`src/rtl/segchk_beat_rules.sv`:
```
module segchk_beat_rules #(
  parameter int NSEG   = 4,
  parameter int KEEP_W = 32
) (
  input  logic                   quad_mode,
  input  logic                   xfer,
  input  logic                   last,
  input  logic                   in_pkt,
  input  logic [NSEG-1:0]        hdr,
  input  logic [NSEG-1:0]        dv,
  input  logic [NSEG-1:0]        seg_end,
  input  logic [NSEG*KEEP_W-1:0] keep,
  output logic                   start_hit,
  output logic                   pack_hit,
  output logic                   order_hit,
  output logic                   keep_hit
);
  localparam int HALF = NSEG / 2;

  logic [NSEG-1:0] live, act, odd_hdr, part, hole;

  for (genvar g = 0; g < NSEG; g++) begin : g_seg
    localparam bit ODD = (g % 2) == 1;
    assign live[g]    = quad_mode || (g < HALF);
    assign act[g]     = live[g] && (hdr[g] || dv[g]);
    assign odd_hdr[g] = ODD && hdr[g];
    assign part[g]    = act[g] && !(&keep[g*KEEP_W +: KEEP_W]);
    if (g == 0) begin : g_first
      assign hole[g] = in_pkt && !act[0];
    end else begin : g_upper
      assign hole[g] = live[g] && dv[g] && !hdr[g] &&
                       (!act[g-1] || seg_end[g-1]);
    end
  end

  always_comb begin
    start_hit = xfer && quad_mode && (|odd_hdr);
    if (quad_mode) pack_hit = xfer && hdr[HALF] && !act[0];
    else           pack_hit = xfer && hdr[1] && !act[0];
    order_hit = xfer && (|hole);
    keep_hit  = xfer && !last && (|part);
  end
endmodule

```
`config.mk`:
```
export PLATFORM = sky130hd
export DESIGN_NAME = segchk_beat_rules
export DESIGN_NICKNAME = d
export VERILOG_FILES = /design/src/rtl/segchk_beat_rules.sv
export SDC_FILE = /design/constraint.sdc
export NUM_CORES = 1
export LEC_CHECK = 0
export ABC_CLOCK_PERIOD_IN_PS = 2300
export CORE_AREA = 2 2 56 58
export DETAILED_ROUTE_END_ITERATION = 8
export DIE_AREA = 0 0 58 60
export DONT_BUFFER_PORTS = 1
export PLACE_DENSITY = 0.3
export SYNTH_ARGS = -nofsm -noshare
export SYNTH_HDL_FRONTEND = slang
export SYNTH_SLANG_ARGS = --single-unit
```
`constraint.sdc`:
```
create_clock -name vclk -period 2.3
set_input_delay 0.46 -clock vclk [all_inputs]
set_output_delay 0.46 -clock vclk [all_outputs]
set_load 0.05 [all_outputs]
```
**Word level (Yosys, flattened, before mapping)**

Index checks and enable logic that the tools add are counted.
Widths: inputs -> output; s select.

- Bits in registers: 0
- Latch bits: 0
- RAM bits: 0
- ROM bits: 0
- Bits of input ports: 144
- Output and inout bits: 4
- Memories: 0

- $add $sub $neg: 0
- Multipliers: 0
- Divide/modulo/power cells: 0
- Order comparisons: 0
- Eq/ne operators: 0
- Shift operators: 0
- Muxes and demuxes: 1
- Bitwise gates (word level): 0
- Reductions and logical operators: 49

Operators with widths:

| operator | number |
|---|---|
| $reduce_and 32->1 | 4 |
| $logic_and 1x1->1 | 24 |
| $logic_not 1->1 | 11 |
| $reduce_or 4->1 | 2 |
| $logic_or 1x1->1 | 7 |
| $reduce_or 2->1 | 1 |
| $mux 1 | 1 |

**Depth between registers and ports, before layout**

- Word-level depth: 7
- Depth in mapped cells: 4
- Mapped depth without buffers: 4

**Worst setup path before layout**

Ideal clock, no wire load.

- Path type: input -> output
- Start point: in keep[78]
- End point: out keep_hit
- Data arrival time: 1.517 ns
- Data required time: 1.840 ns
- Path slack: 0.323 ns
- Stages on the path: 4
- Path through: nand4_1 > nor4_1 > a21oi_1 > o41a_1

- Longest elaborated chain between the ends: 5

RTL lines:

| element | RTL line | text |
|---|---|---|
| from (decl) | 12 | `input logic [NSEG*KEEP_W-1:0] keep,` |
| $reduce_and 32->1 | 27 | `assign part[g] = act[g] && !(&keep[g*KEEP_W +: KEEP_W]);` |
| $logic_not 1->1 | 27 |  |
| $logic_and 1x1->1 | 27 |  |
| $reduce_or 4->1 | 41 | `keep_hit = xfer && !last && (\|part);` |
| $logic_and 1x1->1 | 41 |  |
| to (decl) | 16 | `output logic keep_hit` |

Every way passes these cells.

**Worst setup path after layout**

- Start point: in keep[118]
- End point: out keep_hit

Same word-level chain as after synthesis.

==> metrics.md <==
| Metric | Value |
|---|---|
| P per Cell Area | 98.8 mW/mm2 |
| Post-Synthesis Cells | 65 |
| Sw frac | 0.615 |
| Internal power | 0.0168 mW |
| Grt total ovfl | 0 |
| Num sequential | 0 |
| Crit-path slowest cell | o41a_1 |
| Area delta synth->final | 14.6% |
| Syn Nets | 209 |
| Ports | 148 |
| Fraction of layout instances using a drive strength above 1 | 0.0299 |
| WHS | 1.17 ns |
| Crit share post-route | 0.925 |
| # DRC | 0 |
| Largest delay share family, worst path | compound AO/OA/AOI/OAI gates |
| Met3 usage | 0.00433 |
| Fillers | 334 |
| Antenna Cells | 0 |
| Die area | 0.00348 mm2 |
| Met1 Track Usage GR | 0.0978 |
| Vias | 668 |
| Ys Warns | 0 |
| Drt first pass iters | 2 |
| CP arrival | 1.67 ns |
| Grt peak-use layer | met2 |
| Leakage | 0.0832 nW |
| Critical Path Source Type | primary input |
| Hold Violations, Final | 0 |
| Largest net degree at the start of global routing | 7 |
| Core footprint | 0.00290 mm2 |
| CTS-repair resized insts | 0 |
| Avg Inst Size Synth | 5.93 um2 |
| Post-DP HPWL | 1900 um |
| GP Congestion | 0.758 |
| Total Nets Final | 213 |
| Hold/Removal Path Class | in -> out |
| Fmax | 470 MHz |
| Initial antenna violation count | 0 |
| Worst Tran Pin Value | 0.551 ns |
| Area of the multi-input gates | 385 um2 |
| Psw | 0.0268 mW |
| Maxcap violations | 0 |
| DRT iter0 DRCs | 6 |
| Distinct cells, synth | 12 |
| Required time of the critical path | 1.84 ns |
| Max IR drop VDD | 0.0361 mV |
| Final Setup Violations | 0 |
| Port bufs | 0 |
| Sequential share of power | 0 |
| Die Width | 58 um |
| Die Y | 60 um |
| Leading post-synthesis cells by cell area | nand4_1 52%, nor4_1 13%, nor2_1 6.8% |
| CP max FO | 1 |
| Combinational Power Share | 1.000 |
| Crit path capture type | primary output |
| Critical path type | in -> out |
| Cell Chain, Critical Path | nand4_1, nor4_1, a21oi_1, o41a_1 |
| Final min period | 2.13 ns |
| Clock power frac | 0 |
| Status | completed |
| Vias in the first global route | 659 |
| Final ANT Viol Nets | 0 |
| RSZ-0062 raised after global routing | false |
| Post-CTS setup buffer count | 0 |
| Syn Std Cell Area | 385 um2 |
| Final core utilization | 0.152 |
| Vias per inst | 6.68 |
| First-pass GRT wire length | 2510 um |
| Register area | 0 um2 |
| Final wirelength | 1920 um |
| Worst path bufs/invs | 0 |
| Sequential fraction of the synthesis area | 0 |
| Post-Route Setup TNS | 0 ns |
| Slew Limit Fails | 0 |
| Clock buf count | 0 |
| Slew HR | 0.634 |
| Met2 Use GR | 0.200 |
| Hold buffer count at cts | 0 |
| Starting density of the core | 0.133 |
| Crit path largest cell delay | 0.61 ns |
| Row cnt | 20 |
| Top-area cell type share of the netlist area | 0.519 |
| WL/cell | 19.2 um |
| GR Util All Layers | 0.0906 |
| Synth area leader | nand4_1 |
layout make-up:
type / instances / area share
multi-input cells: 65 / 0.873
well taps: 33 / 0.0935
repair buffers: 2 / 0.0340
path summary, 6_finish.rpt:
check | from | end | depth (start not counted)
hold / removal | xfer | pack_hit | 3
setup / recovery | keep[118] | keep_hit | 4
synth_stat cells:
library cell and number:
mux2i_1 1, o31a_1 1, o41a_1 1, nand2_1 3, o21ai_0 2, nor2_1 7
nand4_1 32, o211a_1 1, nor4_1 8, nor2b_1 2, nor3_1 2, a21oi_1 5
logic make-up (layout without fill, tap and decap cells):
group                  count (synthesis)  after routing  share of synthesized area
AND/OR/NAND/NOR                       54             54                      0.805
buffers and inverters                  0              2                          0
multiplexers                           1              1                     0.0260
AO/OA/AOI/OAI                         10             10                      0.169
metal layers:
metal / part of all wire / routed length (um)
met5: 0 / 0
met4: 0 / 0
met3: 0.12 / 222
met2: 0.56 / 1080
met1: 0.32 / 618
cells in the final DEF, fill, tap and decap left out:
cell type   n
buf_4       2
nand4_1    32
mux2i_1     1
o211a_1     1
nor2b_1     2
nand2_1     3
o21ai_0     2
nor3_1      2
nor4_1      8
o31a_1      1
nor2_1      7
o41a_1      1
a21oi_1     5
power groups by stage:
stage / sequential (mW) / combinational, mW / clock, mW
2_1_floorplan: 0 / 0.0365 / 0
3_3_place_gp: 0 / 0.0439 / 0
3_5_place_dp: 0 / 0.0447 / 0
4_1_cts: 0 / 0.0448 / 0
5_1_grt: 0 / 0.0477 / 0
6_report: 0 / 0.0436 / 0
metrics by stage:
stage | setup WS, ns | instances | power [mW] | area [um2]
4_1_cts | 0.150 | 100 | 0.0448 | 442
3_3_place_gp | 0.150 | 100 | 0.0439 | 442
2_1_floorplan | 0.323 | 65 | 0.0365 | 385
6_report | 0.172 | 100 | 0.0436 | 442
5_1_grt | 0.0347 | 100 | 0.0477 | 442
3_5_place_dp | 0.151 | 100 | 0.0447 | 442
Power figures use the tool's default switching activity.
